[src/rtl/upd_coh_pkg.sv]
package upd_coh_pkg;

   typedef enum logic [2:0] {
      LS_INV = 3'd0,
      LS_VE  = 3'd1,
      LS_SC  = 3'd2,
      LS_SD  = 3'd3,
      LS_D   = 3'd4
   } line_st_t;

   typedef enum logic [1:0] {
      BUS_NONE = 2'd0,
      BUS_RD   = 2'd1,
      BUS_UPD  = 2'd2,
      BUS_WB   = 2'd3
   } bus_cmd_t;

   typedef enum logic [1:0] {
      F_IDLE = 2'd0,
      F_WB   = 2'd1,
      F_FILL = 2'd2,
      F_UPD  = 2'd3
   } fsm_t;

   function automatic logic owns_data(line_st_t st);
      return (st == LS_D) || (st == LS_SD);
   endfunction

endpackage

[src/rtl/upd_coh_tags.sv]
module upd_coh_tags
   import upd_coh_pkg::*;
#(
   parameter int LINES = 4,
   parameter int TAG_W = 4,
   localparam int IDX_W = $clog2(LINES)
) (
   input  logic             clk,
   input  logic             rst_n,
   input  logic [IDX_W-1:0] a_idx,
   output logic [TAG_W-1:0] a_tag,
   output line_st_t         a_st,
   input  logic [IDX_W-1:0] b_idx,
   output logic [TAG_W-1:0] b_tag,
   output line_st_t         b_st,
   input  logic             p_we,
   input  logic [IDX_W-1:0] p_idx,
   input  logic [TAG_W-1:0] p_tag,
   input  line_st_t         p_st,
   input  logic             s_we,
   input  logic [IDX_W-1:0] s_idx,
   input  line_st_t         s_st
);

   logic [TAG_W-1:0] tag_arr [LINES];
   line_st_t         st_arr  [LINES];

   for (genvar g = 0; g < LINES; g++) begin : g_line
      logic [TAG_W-1:0] tag_q;
      line_st_t         st_q;

      always_ff @(posedge clk) begin
         if (!rst_n) begin
            st_q  <= LS_INV;
            tag_q <= '0;
         end else if (s_we && s_idx == IDX_W'(g)) begin
            st_q <= s_st;
         end else if (p_we && p_idx == IDX_W'(g)) begin
            st_q  <= p_st;
            tag_q <= p_tag;
         end
      end

      assign tag_arr[g] = tag_q;
      assign st_arr[g]  = st_q;
   end

   assign a_tag = tag_arr[a_idx];
   assign a_st  = st_arr[a_idx];
   assign b_tag = tag_arr[b_idx];
   assign b_st  = st_arr[b_idx];

endmodule

[src/rtl/upd_coh_data.sv]
module upd_coh_data #(
   parameter int LINES  = 4,
   parameter int WORDS  = 4,
   parameter int DATA_W = 32,
   localparam int IDX_W = $clog2(LINES),
   localparam int OFF_W = $clog2(WORDS),
   localparam int BLK_W = WORDS * DATA_W
) (
   input  logic              clk,
   input  logic              rst_n,
   input  logic [IDX_W-1:0]  a_idx,
   output logic [BLK_W-1:0]  a_blk,
   input  logic [IDX_W-1:0]  b_idx,
   output logic [BLK_W-1:0]  b_blk,
   input  logic              f_we,
   input  logic [IDX_W-1:0]  f_idx,
   input  logic [BLK_W-1:0]  f_blk,
   input  logic              w_we,
   input  logic [IDX_W-1:0]  w_idx,
   input  logic [OFF_W-1:0]  w_off,
   input  logic [DATA_W-1:0] w_data,
   input  logic              s_we,
   input  logic [IDX_W-1:0]  s_idx,
   input  logic [OFF_W-1:0]  s_off,
   input  logic [DATA_W-1:0] s_data
);

   logic [BLK_W-1:0] blk_arr [LINES];

   for (genvar g = 0; g < LINES; g++) begin : g_line
      logic [BLK_W-1:0] blk_q;
      logic [BLK_W-1:0] blk_d;

      always_comb begin
         blk_d = blk_q;
         if (f_we && f_idx == IDX_W'(g))
            blk_d = f_blk;
         if (w_we && w_idx == IDX_W'(g))
            blk_d[w_off*DATA_W +: DATA_W] = w_data;
         if (s_we && s_idx == IDX_W'(g))
            blk_d[s_off*DATA_W +: DATA_W] = s_data;
      end

      always_ff @(posedge clk) begin
         if (!rst_n) blk_q <= '0;
         else        blk_q <= blk_d;
      end

      assign blk_arr[g] = blk_q;
   end

   assign a_blk = blk_arr[a_idx];
   assign b_blk = blk_arr[b_idx];

endmodule

[src/rtl/upd_coh_ctrl.sv]
module upd_coh_ctrl
   import upd_coh_pkg::*;
#(
   parameter int ADDR_W = 16,
   parameter int DATA_W = 32,
   parameter int LINES  = 4,
   parameter int WORDS  = 4
) (
   input  logic                    clk,
   input  logic                    rst_n,
   input  logic                    req_valid,
   input  logic                    req_write,
   input  logic [ADDR_W-1:0]       req_addr,
   input  logic [DATA_W-1:0]       req_wdata,
   output logic                    req_ready,
   output logic                    rsp_valid,
   output logic [DATA_W-1:0]       rsp_rdata,
   output logic [1:0]              bus_cmd,
   output logic [ADDR_W-1:0]       bus_addr,
   output logic [WORDS*DATA_W-1:0] bus_wdata,
   input  logic                    bus_done,
   input  logic                    bus_shared,
   input  logic [WORDS*DATA_W-1:0] bus_rdata,
   input  logic                    snp_valid,
   input  logic                    snp_upd,
   input  logic [ADDR_W-1:0]       snp_addr,
   input  logic [DATA_W-1:0]       snp_wdata,
   output logic                    snp_shared,
   output logic                    snp_supply,
   output logic [WORDS*DATA_W-1:0] snp_rdata
);

   localparam int OFF_W = $clog2(WORDS);
   localparam int IDX_W = $clog2(LINES);
   localparam int TAG_W = ADDR_W - OFF_W - IDX_W;
   localparam int BLK_W = WORDS * DATA_W;

   if (WORDS < 2 || (1 << OFF_W) != WORDS) begin : g_bad_words
      $error("WORDS must be a power of two of at least 2");
   end
   if (LINES < 2 || (1 << IDX_W) != LINES) begin : g_bad_lines
      $error("LINES must be a power of two of at least 2");
   end
   if (TAG_W < 1) begin : g_bad_addr
      $error("ADDR_W leaves no tag bits");
   end

   // address fields
   logic [OFF_W-1:0] r_off, q_off, s_off;
   logic [IDX_W-1:0] r_idx, q_idx, s_idx;
   logic [TAG_W-1:0] r_tag, q_tag, s_tag;
   logic [ADDR_W-1:0] q_addr;
   logic [DATA_W-1:0] q_wdata;
   logic              q_write;

   assign {r_tag, r_idx, r_off} = req_addr;
   assign {q_tag, q_idx, q_off} = q_addr;
   assign {s_tag, s_idx, s_off} = snp_addr;

   fsm_t fsm_q, fsm_d;

   // storage ports
   logic [IDX_W-1:0] a_idx;
   logic [TAG_W-1:0] a_tag, b_tag;
   line_st_t         a_st, b_st;
   logic [BLK_W-1:0] a_blk, b_blk;
   logic             t_we, f_we, w_we, sn_t_we, sn_d_we;
   logic [IDX_W-1:0] t_idx;
   logic [TAG_W-1:0] t_tag;
   line_st_t         t_st, sn_st;
   logic [OFF_W-1:0] w_off;
   logic [DATA_W-1:0] w_data;
   logic             rsp_v_d;
   logic [DATA_W-1:0] rsp_d;
   logic             capture;

   assign a_idx = (fsm_q == F_IDLE) ? r_idx : q_idx;

   upd_coh_tags #(.LINES(LINES), .TAG_W(TAG_W)) i_tags (
      .clk(clk), .rst_n(rst_n),
      .a_idx(a_idx), .a_tag(a_tag), .a_st(a_st),
      .b_idx(s_idx), .b_tag(b_tag), .b_st(b_st),
      .p_we(t_we), .p_idx(t_idx), .p_tag(t_tag), .p_st(t_st),
      .s_we(sn_t_we), .s_idx(s_idx), .s_st(sn_st)
   );

   upd_coh_data #(.LINES(LINES), .WORDS(WORDS), .DATA_W(DATA_W)) i_data (
      .clk(clk), .rst_n(rst_n),
      .a_idx(a_idx), .a_blk(a_blk),
      .b_idx(s_idx), .b_blk(b_blk),
      .f_we(f_we), .f_idx(q_idx), .f_blk(bus_rdata),
      .w_we(w_we), .w_idx(t_idx), .w_off(w_off), .w_data(w_data),
      .s_we(sn_d_we), .s_idx(s_idx), .s_off(s_off), .s_data(snp_wdata)
   );

   // processor-side lookup (request address while idle, held address otherwise)
   logic a_hit;
   assign a_hit = (a_st != LS_INV) &&
                  (a_tag == ((fsm_q == F_IDLE) ? r_tag : q_tag));

   assign req_ready = (fsm_q == F_IDLE) && !snp_valid;

   always_comb begin
      fsm_d   = fsm_q;
      capture = 1'b0;
      t_we    = 1'b0;
      t_idx   = q_idx;
      t_tag   = q_tag;
      t_st    = LS_INV;
      f_we    = 1'b0;
      w_we    = 1'b0;
      w_off   = q_off;
      w_data  = q_wdata;
      rsp_v_d = 1'b0;
      rsp_d   = rsp_rdata;
      unique case (fsm_q)
         F_IDLE: begin
            if (req_valid && req_ready) begin
               capture = 1'b1;
               if (a_hit && !req_write) begin
                  rsp_v_d = 1'b1;
                  rsp_d   = a_blk[r_off*DATA_W +: DATA_W];
               end else if (a_hit && (a_st == LS_VE || a_st == LS_D)) begin
                  t_we    = 1'b1;
                  t_idx   = r_idx;
                  t_tag   = r_tag;
                  t_st    = LS_D;
                  w_we    = 1'b1;
                  w_off   = r_off;
                  w_data  = req_wdata;
                  rsp_v_d = 1'b1;
                  rsp_d   = req_wdata;
               end else if (a_hit) begin
                  fsm_d = F_UPD;
               end else if (owns_data(a_st)) begin
                  fsm_d = F_WB;
               end else begin
                  fsm_d = F_FILL;
               end
            end
         end
         F_WB: begin
            if (bus_done) begin
               t_we  = 1'b1;
               t_tag = a_tag;
               t_st  = LS_INV;
               fsm_d = F_FILL;
            end
         end
         F_FILL: begin
            if (bus_done) begin
               t_we  = 1'b1;
               f_we  = 1'b1;
               t_st  = bus_shared ? LS_SC : LS_VE;
               if (!q_write) begin
                  rsp_v_d = 1'b1;
                  rsp_d   = bus_rdata[q_off*DATA_W +: DATA_W];
                  fsm_d   = F_IDLE;
               end else if (bus_shared) begin
                  fsm_d = F_UPD;
               end else begin
                  t_st    = LS_D;
                  w_we    = 1'b1;
                  rsp_v_d = 1'b1;
                  rsp_d   = q_wdata;
                  fsm_d   = F_IDLE;
               end
            end
         end
         F_UPD: begin
            if (bus_done) begin
               t_we    = 1'b1;
               t_st    = bus_shared ? LS_SD : LS_D;
               w_we    = 1'b1;
               rsp_v_d = 1'b1;
               rsp_d   = q_wdata;
               fsm_d   = F_IDLE;
            end
         end
         default: fsm_d = F_IDLE;
      endcase
   end

   always_ff @(posedge clk) begin
      if (!rst_n) begin
         fsm_q     <= F_IDLE;
         q_addr    <= '0;
         q_wdata   <= '0;
         q_write   <= 1'b0;
         rsp_valid <= 1'b0;
         rsp_rdata <= '0;
      end else begin
         fsm_q     <= fsm_d;
         rsp_valid <= rsp_v_d;
         rsp_rdata <= rsp_d;
         if (capture) begin
            q_addr  <= req_addr;
            q_wdata <= req_wdata;
            q_write <= req_write;
         end
      end
   end

   // bus master outputs, held while the state waits for bus_done
   always_comb begin
      bus_cmd   = BUS_NONE;
      bus_addr  = '0;
      bus_wdata = '0;
      unique case (fsm_q)
         F_WB: begin
            bus_cmd   = BUS_WB;
            bus_addr  = {a_tag, q_idx, {OFF_W{1'b0}}};
            bus_wdata = a_blk;
         end
         F_FILL: begin
            bus_cmd  = BUS_RD;
            bus_addr = {q_tag, q_idx, {OFF_W{1'b0}}};
         end
         F_UPD: begin
            bus_cmd   = BUS_UPD;
            bus_addr  = q_addr;
            bus_wdata = {{(BLK_W-DATA_W){1'b0}}, q_wdata};
         end
         default: ;
      endcase
   end

   // snoop side
   logic s_hit;
   assign s_hit      = snp_valid && (b_st != LS_INV) && (b_tag == s_tag);
   assign snp_shared = s_hit;
   assign snp_supply = s_hit && !snp_upd && owns_data(b_st);
   assign snp_rdata  = snp_supply ? b_blk : '0;

   assign sn_t_we = s_hit && (snp_upd || b_st == LS_VE || b_st == LS_D);
   assign sn_st   = (!snp_upd && b_st == LS_D) ? LS_SD : LS_SC;
   assign sn_d_we = s_hit && snp_upd;

endmodule

[config.mk]
export PLATFORM = sky130hd
export DESIGN_NAME = upd_coh_ctrl
export DESIGN_NICKNAME = d
export VERILOG_FILES = /design/src/rtl/upd_coh_pkg.sv /design/src/rtl/upd_coh_tags.sv /design/src/rtl/upd_coh_data.sv /design/src/rtl/upd_coh_ctrl.sv
export SDC_FILE = /design/constraint.sdc
export NUM_CORES = 2
export LEC_CHECK = 0
export ABC_CLOCK_PERIOD_IN_PS = 5800
export BUFFER_PORTS_ARGS = -buffer_cell sky130_fd_sc_hd__buf_4
export CORE_AREA = 2 2 513 260
export DETAILED_ROUTE_END_ITERATION = 6
export DIE_AREA = 0 0 515 262
export PLACE_DENSITY = 0.58
export REMOVE_ABC_BUFFERS = 1
export SYNTH_ARGS = -nofsm -noshare
export SYNTH_HDL_FRONTEND = slang
export SYNTH_SLANG_ARGS = --single-unit
[constraint.sdc]
create_clock -name clk -period 5.8 [get_ports clk]
set_clock_uncertainty 0.15 [all_clocks]
set_input_delay 1.16 -clock clk [delete_from_list [all_inputs] [get_ports clk]]
set_output_delay 1.16 -clock clk [all_outputs]
set_load 0.02 [all_outputs]
==> results.cfg <==
[place]
portBuffers = 541
place_ws_ns = -0.0912
dp_hpwl_microns = 199000
place.gp.congestion = 1.03
place_inst = 7864

[die]
dieArea_sq_um = 135000
rows = 94
die_height_microns = 262
core_sq_um = 131000
die_w_microns = 515
start_util_pct = 37.8
ios = 542

[drt]
postRouteAntennaNets = 0
drc = 67
vias = 57900
drtIter0Drc = 10900
wl_per_cell_microns = 36.8
drt-total-wl_microns = 295000
viasPerCell = 7.23
drt-pass1-iter-count = 7

[clock_tree]
cts_buffer_depth = 3
worstSkewPairLatency_ns = 0.70
clkTransAtPathRegs_ns = 0.07
clock_sinks = 656
cts_made_buffers = 71
h-tree-depth = 3
cts_tree = done
ctsRootBufferMaster = clkbuf_16

[grt]
grt_antenna_before_repair = 15
grtUsageTotal_pct = 41.7
grt_pass1_vias = 53100
overflow = 0
grt_pass1_wl_microns = 406000
grt_max_degree = 156

[worst_setup_path]
crit_top_cell = buf_4
slowest_delay_ns = 0.73
crit_arrival_ns = 4.43
crit_slowest_cell = buf_4
cp.required_ns = 4.49
critical_path.max_fanout = 38
worstPathCellList = inv_1 -> ha_2 -> buf_12 -> mux2_8 -> buf_4 -> buf_4 -> buf_4 -> mux4_2 -> and2_1 -> buf_4
start_kind = register
end_kind = output port
worstPathBufferInverterCount = 6
critical_path_class = reg -> out
crit_family = buffers and inverters

[synthesis]
synth-edff-count = 0
syn_area_sq_um = 49400
synth_top_area_share_pct = 26.6
yosysSeqAreaShare_pct = 26.6
synth-main-ff-cell = dfxtp_1
yosysMostFrequentCell = nand2_1
synth.area.top_cells = dfxtp_1 27%, mux4_2 16%, nand2_1 7.7%, mux2i_1 6.4%, nand3_1 4.2%
postSynthCellCount = 5836
syn_area_per_cell_sq_um = 8.46
yosysWarnings = 0
ys_seq_elements = 656
async_flop_share_pct = 0
yosysUniqueCellTypes = 75
synth_largest_area_cell = dfxtp_1
synth_commonest_cells = 1013 x nand2_1, 656 x dfxtp_1, 527 x clkbuf_1

[finish]
final_nets = 6457
multi_input_area_sq_um = 34200
area_growth_pct = 22.3
layout-drive-gt1-share_pct = 26.7
layoutNonFillerInstCount = 8012
nFillCells = 12500
fin_util_pct = 46.3
regArea_sq_um = 13100

[run]
cap_violations = 0

[sta]
final.setup.worst_slack_ns = 0.0599
slew_violations = 0
layout_min_cycle_time_ns = 5.74
rsz0062_at_grt = false
slew_headroom_pct = 18.6
worst_slew_pin_slew_ns = 1.22
finalSetupViolCount = 0
hold_viol_final = 0
fmax_ghz = 0.174
finalCritPeriodShare_pct = 99.0

[pwr]
cellPowerDensity_nw_per_um2 = 256
vdd.ir_drop.worst_uv = 215
p_leak_uw = 0.0218

[status]
status = finished, violations left
failed_checks = DRC

[min_path]
hold_path_class = reg -> reg
## layout make-up
type                            count  share of cell area (%)
Timing Repair Buffer              966                    14.0
Sequential cell                   656                    21.8
Clock inverter                     28                   0.485
Clock buffer                      101                    3.41
Multi-Input combinational cell   4494                    56.5
Antenna cell                       17                  0.0704
Tap cell                         1728                    3.58
Inverter                           22                   0.147
## final timing paths
kind                                               start                                     end  slack (ns)  depth (start not counted)
setup / recovery                   fsm_q[1]$_SDFFE_PN0P_                           bus_wdata[32]        0.06                         10
hold / removal    i_tags.g_line[3].tag_q[8]$_SDFFE_PN0P_  i_tags.g_line[3].tag_q[8]$_SDFFE_PN0P_        0.34                          1
setup reg to reg                   fsm_q[1]$_SDFFE_PN0P_  i_data.g_line[2].blk_q[118]$_SDFF_PN0_        0.13                         20
hold reg to reg   i_tags.g_line[3].tag_q[8]$_SDFFE_PN0P_  i_tags.g_line[3].tag_q[8]$_SDFFE_PN0P_        0.34                          1
## power breakdown
group	internal (uW)	leakage (uW)	switching, uW
Combinational	1900	0.0154	3410
Sequential	4810	0.00530	346
Clock	2710	0.00116	2280
## stage by stage
| stage | hold WS, ns | instance area (sq um) | setup TNS, ns | power [uW] |
|---|---|---|---|---|
| CTS | 0.340 | 60300 | 0 | 15100 |
| finish | 0.344 | 60400 | 0 | 15500 |
| detailed placement | 0.326 | 57900 | -3.27 | 10200 |
| global route | 0.361 | 60400 | 0 | 15700 |
| floorplan | 0.294 | 46700 | -7044.48 | 7640 |
| global placement | 0.333 | 57900 | -0.768 | 10200 |
## flip-flops by register name, summed over array words and instances, names as in the netlist
register             count
rsp_rdata               32
q_wdata                 32
rsp_valid                1
i_tags.g_line.st_q      12
q_addr                  16
q_write                  1
fsm_q                    2
i_data.g_line.blk_q    512
i_tags.g_line.tag_q     48
## metal layers
layer | global-route usage [%] | vias to the layer above | routed length [microns]
met5 | 2.29 | - | 634
met4 | 19.3 | 12 | 16200
met3 | 20.7 | 1071 | 56900
met2 | 53.7 | 6170 | 109000
met1 | 56.9 | 27800 | 112000
li1 | - | 22800 | -
## worst reg2reg max path: stages, from the launching register on
cell       delay, ns
dfxtp_1         0.32
inv_1           0.13
ha_2            0.25
buf_12          0.18
buf_6           0.22
mux2_2          0.43
a31oi_1         0.28
buf_4           0.16
o2111ai_1       0.10
or4_1           0.55
buf_4           0.19
nor4_4          0.36
nand2_1         0.09
and2_2          0.26
inv_1           0.09
ha_1            0.18
nor2b_1         0.17
nand2_1         0.07
mux2_2          0.38
nor2b_1         0.75
a221o_1         0.29
## repair_timing
action                                 4_1_cts  5_1_grt
buffers inserted                             0        1
setup endpoints to repair                    0      304
resized for setup                            0       10
endpoints found under the hold margin        0        0
hold buffers                                 0        0
## cells in the final DEF (no fill, tap or decap), drive strengths merged, types with 46 or more instances in the layout
cell type | Yosys | routed
nor2 | 237 | 237
a22o | 64 | 64
and2 | 127 | 127
a221o | 77 | 77
mux2i | 320 | 320
nor2b | 174 | 174
nand2 | 1013 | 1013
a31oi | 174 | 174
dfxtp | 656 | 656
o21ai | 217 | 217
clkbuf | 527 | 104
a21oi | 360 | 360
nand3 | 412 | 412
mux2 | 97 | 97
o311a | 57 | 57
mux4 | 341 | 341
o221ai | 263 | 263
buf | 137 | 963
o22a | 46 | 46
a21o | 50 | 50
and3 | 69 | 69
## cell families after synthesis
group                    Yosys count  share of synthesized area (%)
AO/OA/AOI/OAI                   1565                           23.1
XOR/XNOR                          20                          0.355
adder cells (fa/ha/maj)           14                          0.355
buffers and inverters            686                           5.54
flip-flops                       656                           26.6
multiplexers                     758                           24.3
AND/OR/NAND/NOR                 2137                           19.8
Note: power is estimated with default switching activity, not from simulation.
